[config.mk]
export PLATFORM = sky130hd
export DESIGN_NAME = updown_pulse_counter
export DESIGN_NICKNAME = d
export VERILOG_FILES = /design/src/rtl/upc_pkg.sv /design/src/rtl/upc_edge_sense.sv /design/src/rtl/upc_count_core.sv /design/src/rtl/upc_term_out.sv /design/src/rtl/updown_pulse_counter.sv
export SDC_FILE = /design/constraint.sdc
export NUM_CORES = 1
export LEC_CHECK = 0
export CAP_MARGIN = 20
export CORE_AREA = 2 2 39 41
export DETAILED_ROUTE_END_ITERATION = 6
export DIE_AREA = 0 0 41 43
export DONT_BUFFER_PORTS = 1
export GPL_ROUTABILITY_DRIVEN = 0
export PLACE_DENSITY = 0.69
export SYNTH_ARGS = -nofsm -noshare
export SYNTH_HDL_FRONTEND = slang
export SYNTH_SLANG_ARGS = --single-unit
[constraint.sdc]
create_clock -name clk -period 3.1 [get_ports clk]
set_input_delay 0.155 -clock clk [delete_from_list [all_inputs] [get_ports clk]]
set_output_delay 0.155 -clock clk [all_outputs]
set_load 0.03 [all_outputs]
[src/rtl/upc_pkg.sv]
package upc_pkg;

  typedef struct packed {
    logic inc;
    logic dec;
    logic both;
  } step_t;

  function automatic int top_value(input int width, input bit decade);
    return decade ? 9 : ((1 << width) - 1);
  endfunction

endpackage

[src/rtl/upc_edge_sense.sv]
module upc_edge_sense #(
  parameter int CHANNELS = 2,
  parameter int STAGES   = 2
) (
  input  logic                clk,
  input  logic                rst,
  input  logic [CHANNELS-1:0] raw_i,
  output logic [CHANNELS-1:0] lvl_o,
  output logic [CHANNELS-1:0] rise_o
);

  for (genvar c = 0; c < CHANNELS; c++) begin : g_ch
    logic [STAGES-1:0] sh;
    logic              prev;

    // idle-high reset value so that leaving reset never looks like a rise
    always_ff @(posedge clk) begin
      if (rst) begin
        sh   <= '1;
        prev <= 1'b1;
      end else begin
        sh   <= (sh << 1) | STAGES'(raw_i[c]);
        prev <= sh[STAGES-1];
      end
    end

    assign lvl_o[c]  = sh[STAGES-1];
    assign rise_o[c] = sh[STAGES-1] & ~prev;

    AST_RISE_SINGLE: assert property (@(posedge clk) disable iff (rst)
      rise_o[c] |=> !rise_o[c]);
  end

endmodule

[src/rtl/upc_count_core.sv]
module upc_count_core
  import upc_pkg::*;
#(
  parameter int W      = 4,
  parameter bit DECADE = 1'b1
) (
  input  logic         clk,
  input  logic         rst,
  input  logic         clr_i,
  input  logic         load_n_i,
  input  logic [W-1:0] d_i,
  input  logic         lvl_up_i,
  input  logic         lvl_dn_i,
  input  logic         rise_up_i,
  input  logic         rise_dn_i,
  output logic [W-1:0] cnt_o,
  output logic         err_o
);

  localparam logic [W-1:0] TOP = W'(top_value(W, DECADE));

  step_t        step;
  logic [W-1:0] cnt_q;
  logic [W-1:0] nxt_up;
  logic [W-1:0] nxt_dn;
  logic         err_q;

  always_comb begin
    step.inc  = rise_up_i & lvl_dn_i & ~rise_dn_i;
    step.dec  = rise_dn_i & lvl_up_i & ~rise_up_i;
    step.both = rise_up_i & rise_dn_i;
  end

  // out-of-range values (decade mode) step to a legal end of the range
  always_comb begin
    nxt_up = (cnt_q >= TOP) ? '0 : cnt_q + 1'b1;
    if (cnt_q == '0 || cnt_q > TOP) nxt_dn = TOP;
    else                            nxt_dn = cnt_q - 1'b1;
  end

  always_ff @(posedge clk) begin
    if (rst) begin
      cnt_q <= '0;
      err_q <= 1'b0;
    end else if (clr_i) begin
      cnt_q <= '0;
      err_q <= 1'b0;
    end else if (!load_n_i) begin
      cnt_q <= d_i;
      err_q <= 1'b0;
    end else if (step.both) begin
      err_q <= 1'b1;
    end else if (step.inc) begin
      cnt_q <= nxt_up;
    end else if (step.dec) begin
      cnt_q <= nxt_dn;
    end
  end

  assign cnt_o = cnt_q;
  assign err_o = err_q;

  AST_UP_STEP: assert property (@(posedge clk) disable iff (rst)
    step.inc && !clr_i && load_n_i && (cnt_q < TOP) |=> cnt_q == W'($past(cnt_q) + 1'b1));
  AST_DN_STEP: assert property (@(posedge clk) disable iff (rst)
    step.dec && !clr_i && load_n_i && (cnt_q != '0) && (cnt_q <= TOP) |=> cnt_q == W'($past(cnt_q) - 1'b1));
  AST_IDLE_HOLD: assert property (@(posedge clk) disable iff (rst)
    !step.inc && !step.dec && !clr_i && load_n_i |=> $stable(cnt_q));
  AST_BOTH_HOLD: assert property (@(posedge clk) disable iff (rst)
    step.both && !clr_i && load_n_i |=> $stable(cnt_q) && err_q);
  AST_CLEAR_WINS: assert property (@(posedge clk) disable iff (rst)
    clr_i |=> (cnt_q == '0) && !err_q);
  AST_LEGAL_AFTER_STEP: assert property (@(posedge clk) disable iff (rst)
    (step.inc || step.dec) && !clr_i && load_n_i |=> cnt_q <= TOP);

endmodule

[src/rtl/upc_term_out.sv]
module upc_term_out
  import upc_pkg::*;
#(
  parameter int W      = 4,
  parameter bit DECADE = 1'b1
) (
  input  logic         clk,
  input  logic         rst,
  input  logic [W-1:0] q_i,
  input  logic         up_i,
  input  logic         dn_i,
  output logic         carry_n_o,
  output logic         borrow_n_o
);

  localparam logic [W-1:0] TOP = W'(top_value(W, DECADE));

  logic at_top;
  logic at_zero;

  assign at_top     = (q_i == TOP);
  assign at_zero    = (q_i == '0);
  assign carry_n_o  = ~(at_top & ~up_i);
  assign borrow_n_o = ~(at_zero & ~dn_i);

  AST_TERM_EXCLUSIVE: assert property (@(posedge clk) disable iff (rst)
    !(!carry_n_o && !borrow_n_o));

endmodule

[src/rtl/updown_pulse_counter.sv]
module updown_pulse_counter #(
  parameter int WIDTH       = 4,
  parameter bit DECADE      = 1'b1,
  parameter int SYNC_STAGES = 2
) (
  input  logic             clk,
  input  logic             rst,
  input  logic             clr_i,
  input  logic             load_n_i,
  input  logic [WIDTH-1:0] d_i,
  input  logic             up_i,
  input  logic             dn_i,
  output logic [WIDTH-1:0] q_o,
  output logic             carry_n_o,
  output logic             borrow_n_o,
  output logic             err_o
);

  localparam int CH_UP = 0;
  localparam int CH_DN = 1;

  logic [1:0]       lvl;
  logic [1:0]       rise;
  logic [WIDTH-1:0] cnt;

  upc_edge_sense #(
    .CHANNELS (2),
    .STAGES   (SYNC_STAGES)
  ) u_edge (
    .clk    (clk),
    .rst    (rst),
    .raw_i  ({dn_i, up_i}),
    .lvl_o  (lvl),
    .rise_o (rise)
  );

  upc_count_core #(
    .W      (WIDTH),
    .DECADE (DECADE)
  ) u_core (
    .clk       (clk),
    .rst       (rst),
    .clr_i     (clr_i),
    .load_n_i  (load_n_i),
    .d_i       (d_i),
    .lvl_up_i  (lvl[CH_UP]),
    .lvl_dn_i  (lvl[CH_DN]),
    .rise_up_i (rise[CH_UP]),
    .rise_dn_i (rise[CH_DN]),
    .cnt_o     (cnt),
    .err_o     (err_o)
  );

  // clear and load reach the output without waiting for a clock edge
  assign q_o = clr_i ? '0 : (!load_n_i ? d_i : cnt);

  upc_term_out #(
    .W      (WIDTH),
    .DECADE (DECADE)
  ) u_term (
    .clk        (clk),
    .rst        (rst),
    .q_i        (q_o),
    .up_i       (up_i),
    .dn_i       (dn_i),
    .carry_n_o  (carry_n_o),
    .borrow_n_o (borrow_n_o)
  );

endmodule

---- Word-level counts from Yosys, hierarchy flattened ----
Cells that the tools add are included.
W data, S select, Z words.
operators by class
  bitwise operators ....................... 20
  muxes and demuxes ....................... 8
  $lt $le $gt $ge ......................... 2
  reduce and logical (&&, ||, !) cells .... 6
  add/sub/neg operators ................... 2
  equal/unequal tests ..................... 3
operators by type and width
  kind                   count
  $mux W4                8
  $and A1 B1 Y1          9
  $not A1 Y1             9
  $logic_not A4 Y1       2
  $add A4 B1 Y4 const B  1
  $eq A4 B4 Y1 const B   1
  $ge A4 B4 Y1 const B   1
  $gt A4 B4 Y1 const B   1
  $or A2 B1 Y2           2
  $sub A4 B1 Y4 const B  1
  $ne A3 B1 Y1 const B   1
  $reduce_or A3 Y1       1
  $ne A2 B2 Y1 const B   1
  $reduce_and A2 Y1      1
  $reduce_or A2 Y1       1
  $logic_or A1 B1 Y1     1
word-level totals
  register bits after elaboration ......... 11
  output and inout bits ................... 7

---- Logic depth before layout (Yosys ltp) ----
  depth after elaboration ................. 8
  mapped depth ............................ 7
  gate-level depth less buffers ........... 7

---- Hierarchy ----
Synthesis repeated with hierarchy kept, for this count alone.
second synthesis, totals
  cells, all modules ...................... 87
  area, all modules ....................... 719.4 um2
by module, submodules not included
  module                seq. area each (um2)  cells each  area each (um2)  instances
  upc_count_core        100.1                 58          452.9            1
  upc_edge_sense        120.1                 16          185.2            1
  updown_pulse_counter  0.0                   9           60.1             1
  upc_term_out          0.0                   4           21.3             1

---- Worst setup path before layout ----
OpenSTA, ideal clock, no wires.
  kind .................................... register to output
  start ................................... register u_core.cnt_q[0], in the netlist u_core.cnt_o[0]
  end ..................................... output carry_n_o
  stages on the path, launching flop included .. 4
  setup slack ............................. 1.322 ns
  data arrival time ....................... 1.623 ns
  cell sequence ........................... dfxtp_1 -> nand2_1 -> a21oi_1 -> or3b_2
between the ends
  word-level cells in the longest chain between the ends .. 5
RTL lines
  item                      RTL line                    source
  start: declaration        upc_count_core.sv:23        logic [W-1:0] cnt_q;
  start signal: assignment  upc_count_core.sv:49        cnt_q <= d_i;
  start signal: assignment  upc_count_core.sv:54        cnt_q <= nxt_up;
  start signal: assignment  upc_count_core.sv:56        cnt_q <= nxt_dn;
  $mux W4 (2 in a row)      updown_pulse_counter.sv:55  assign q_o = clr_i ? '0 : (!load_n_i ? d_i : cnt);
  named net q_o[0]          updown_pulse_counter.sv:13  output logic [WIDTH-1:0] q_o,
  $eq A4 B4 Y1              upc_term_out.sv:21          assign at_top = (q_i == TOP);
  $and A1 B1 Y1             upc_term_out.sv:23          assign carry_n_o = ~(at_top & ~up_i);
  $not A1 Y1                upc_term_out.sv:23
  end: declaration          updown_pulse_counter.sv:14  output logic carry_n_o,
The timed path passes the listed nets, and every way through them passes these cells.

---- Worst setup path after layout ----
  start ................................... register u_core.cnt_q[2], in the netlist u_core.cnt_o[2]
  end ..................................... output borrow_n_o
between the ends
  word-level cells in the longest chain between the ends .. 5
RTL lines
  item                  RTL line                    source
  $mux W4 (2 in a row)  updown_pulse_counter.sv:55
  named net q_o[2]      updown_pulse_counter.sv:13
  $logic_not A4 Y1      upc_term_out.sv:22          assign at_zero = (q_i == '0);
  $and A1 B1 Y1         upc_term_out.sv:24          assign borrow_n_o = ~(at_zero & ~dn_i);
  $not A1 Y1            upc_term_out.sv:24
  end: declaration      updown_pulse_counter.sv:15  output logic borrow_n_o,
The timed path passes the listed nets, and every way through them passes these cells.

==> results <==
- The flow ran to the end, and the final reports show no timing, DRC or antenna violations.
- For the final routed database, the setup TNS stands at 0 ns.
- The remaining number of nets flagged by the antenna check after routing is 0.
- The achievable clock frequency is 496 MHz.
- The count of antenna diodes in the layout is 0.
- The area share of the largest cell type after synthesis is 30.6%.
- For this configuration, the core starts out at a cell density of 52.1%.
- The core region is 1380 um2.
- Clock skew on the completed layout was measured at 0.00575 ns.
- STA classifies the critical path startpoint as a register.
- The total overflow left after global routing is 0.
- The final layout contains 113 nets.
- The clock network burns 31.7% of the power.
- The maximum number of pins on one net before global-route repair is 15.
- Data arrives at the worst endpoint at 1.86 ns.
- The number of cells on the worst reg-to-reg path is 7.
- The end point of the critical path is borrow_n_o.
- The reg2reg setup slack is 1.27 ns.
- After detailed routing, the number of vias per cell comes to 5.78.
- The synthesized flop and latch total is 11.
- The synthesized netlist cell count is 89.
- The vertical die dimension is 43 um.
- Power spread over the standard cell area amounts to 382 nW/um2.
- Dividing the final minimum period by the clock period gives 65.1%.
- The largest total area in the synthesized netlist belongs to sky130_fd_sc_hd__dfxtp_1.
- The non-filler instance count after layout is 114.
- The share of total power dissipated in combinational logic is 19.5%.
- The distinct cell type count after synthesis is 28.
- The number of setup violations in the final report is 0.
- The final max-slew violation count is 0.
- The number of cells on the worst hold path is 2.
- The leakage power is 0.000310 uW.
- Port buffering added 0 buffers.
- After the first detailed-routing iteration, the DRC count stood at 15.
- Summing every instance area after synthesis gives 721 um2.
- After detailed placement, the design holds a cell count of 104.
- The count of final hold-check violations is 0.
- The routed design could run at a clock period as short as 2.02 ns.
- The initial antenna violation count is 0.
- The number of H-tree levels is 1.
- The pin slew with the least headroom to its limit is 0.737 ns.
- The via count of the first global-routing pass is 612.
- The insertion delay of the later-clocked pin in the worst-skew pair is 0.27 ns.
- Counting every sink on the clock net gives 11.
- The via count is 659.
- The part of the total power dissipated in sequential elements is 48.8%.
- The top-level I/O count is 17.
- After synthesis, the share of flip-flops with an asynchronous set or reset is 0%.
- For this run, the detailed router's first-pass iteration total came to 4.
- The worst setup path is of the reg -> out kind.
- After routing the design area is 820 um2.
- The most used flip-flop cell after synthesis is sky130_fd_sc_hd__dfxtp_1.
- Setup repair after global routing left no endpoint under its margin.
- The final hold slack is 0.0663 ns.
- The number of enable-type register cells in the synthesized netlist is 0.
- Compared with the post-synthesis result, the final layout area differs by 13.7%.
- Tracing the worst setup path back leads to its startpoint at u_core.cnt_o[2]$_SDFFE_PP0P_.
- Global routing used 21.1% of the available tracks.
- Across the run, the number of max-cap violations was 0.
- The die is 41 um wide.
- No sink is reached through more buffers than the 2 on the longest clock path.
- In the final layout, the share of cells above drive strength 1 is 16.3%.
- The total met2 wirelength after detailed routing is 716 um.
- In the detailed route, the total length drawn on met3 is 87 um.
- The endpoint identified for the worst register-to-register timing path is u_core.cnt_o[2]$_SDFFE_PP0P_.
- The max-slew headroom at the worst pin is 50.9%.
- The internal power consumption is 224 uW.
- The floorplan has 14 rows.
- Routed signal wires occupy layers up through met4.
- The number of clock buffers inserted by TritonCTS is 3.
- The clock tree from TritonCTS is built.
- The synthesized net count is 103.
- The endpoint type of the worst setup path is an output pin.
- The root buffer selected by CTS is sky130_fd_sc_hd__clkbuf_4.
- In this run the critical register-to-register path is launched from u_core.cnt_o[1]$_SDFFE_PP0P_.
- Sorting the synthesized cells by area gives the leading types as sky130_fd_sc_hd__dfxtp_1 (31%), sky130_fd_sc_hd__ha_1 (6.9%), sky130_fd_sc_hd__or2_2 (6.1%).
- The path category of the worst min-delay check is in -> reg.
- The total number of yosys warnings is 0.
- Dividing the detail-routed wire length by the instance count gives 13.3 um.
- STA puts the critical path data required time at 2.94 ns.
- The number of remaining DRC errors is 0.
- The final layout contains routed wiring with a total length of 1510 um.
- The routed metal-1 wire length is 693 um.
- The first global-routing pass estimated 2520 um of wire.
- The switching share of total power is 28.6%.
- After clock tree synthesis, the clock-pin slew on the worst setup and hold paths is 0.08 ns.
- The worst ir drop on vdd is 0.213 mV.
- The floorplan step defined a die boundary enclosing 1760 um2.
- The sequential-to-total area share from yosys stat is 30.6%.
- In the synthesized netlist, the cells that appear most often are sky130_fd_sc_hd__dfxtp_1 (11), sky130_fd_sc_hd__nor2_1 (11), sky130_fd_sc_hd__nand2_1 (9).
- The detailed-placement wirelength estimate is 1060 um.
- After synthesis, the mean cell area works out to 8.10 um2.
- The area of placed instances is 733 um2.
- The switching component of the power is 89.7 uW.
- In this run the worst path has a maximum fanout of 9.
registers in the layout, summed over array words and instances (netlist names):
signal / cells
u_edge.g_ch.sh: 4
u_core.cnt_o: 4
u_core.err_o: 1
u_edge.g_ch.prev: 2
final cells by class:
type | instances | area (um2)
Clock buffer | 4 | 26.3
Fill cell | 124 | 564
Inverter | 2 | 7.51
Multi-Input combinational cell | 74 | 478
Sequential cell | 11 | 220
Tap cell | 16 | 20.0
Timing Repair Buffer | 7 | 67.6
how the worst min path moves through the flow:
| stage | endpoint | start |
|---|---|---|
| final | u_core.cnt_o[0]$_SDFFE_PP0P_ | rst |
| after global routing | u_core.cnt_o[2]$_SDFFE_PP0P_ | d_i[2] |
| after CTS | u_core.cnt_o[0]$_SDFFE_PP0P_ | rst |
| after detailed placement | u_edge.g_ch[1].sh[0]$_SDFF_PP1_ | dn_i |
| after global placement | u_edge.g_ch[1].sh[0]$_SDFF_PP1_ | dn_i |
| after floorplan | u_edge.g_ch[0].prev$_SDFF_PP1_ | rst |
worst max-delay path, cell delays in order, from the launching register on:
cell and delay [ns]:
sky130_fd_sc_hd__dfxtp_1 0.52, sky130_fd_sc_hd__nand2_1 0.08, sky130_fd_sc_hd__a21oi_1 0.59, sky130_fd_sc_hd__nor3_1 0.13, sky130_fd_sc_hd__nand2_1 0.27
routing by layer:
| metal | vias to the layer above | GRT usage, % |
|---|---|---|
| met5 | - | 0 |
| met4 | 0 | 10.0 |
| met3 | 2 | 4.71 |
| met2 | 28 | 29.1 |
| met1 | 301 | 30.1 |
| li1 | 328 | - |
power groups by stage:
stage                     Combinational (uW)  Sequential (uW)  Clock, uW
after floorplan                         50.2              154          0
after global placement                  53.4              156          0
after detailed placement                53.8              156          0
after CTS                               60.2              153        101
after global routing                    67.2              154        110
final                                   61.1              153       99.3
repair_timing:
item,4_1_cts,5_1_grt
setup buffers,0,0
hold buffers,6,0
resized for setup,0,0
endpoints found under the hold margin,7,0
endpoints found under the setup margin,0,0
cells in the final DEF (no fill, tap or decap), drive strengths merged:
master / n
a21oi: 5
a31oi: 1
and3: 1
buf: 1
clkbuf: 4
dfxtp: 11
dlygate4sd3: 6
ha: 4
inv: 2
mux2i: 1
nand2: 9
nand2b: 5
nand3: 5
nor2: 11
nor2b: 4
nor3: 4
nor4b: 2
o211a: 1
o211ai: 1
o21ai: 4
o22ai: 1
o31a: 1
o32ai: 3
or2: 7
or3b: 1
xnor2: 1
xor2: 2
cell families (layout without fill, tap and decap cells):
kind of cell,after synthesis,in the layout,synth area share (%)
xor+xnor,3,3,3.65
simple gates,49,49,36.1
buf+inv,4,13,3.12
flops,11,11,30.6
mux,1,1,1.39
fa+ha+maj,4,4,6.94
compound gates,17,17,18.2
per-stage QoR:
stage | power, uW | setup slack, ns | utilization [%]
4_1_cts | 314 | 1.08 | 59.2
2_1_floorplan | 204 | 1.32 | -
6_report | 313 | 1.08 | 59.2
3_3_place_gp | 209 | 1.36 | 53.0
5_1_grt | 331 | 0.996 | 59.2
3_5_place_dp | 210 | 1.30 | 53.0
Note: power is estimated with default switching activity, not from simulation.
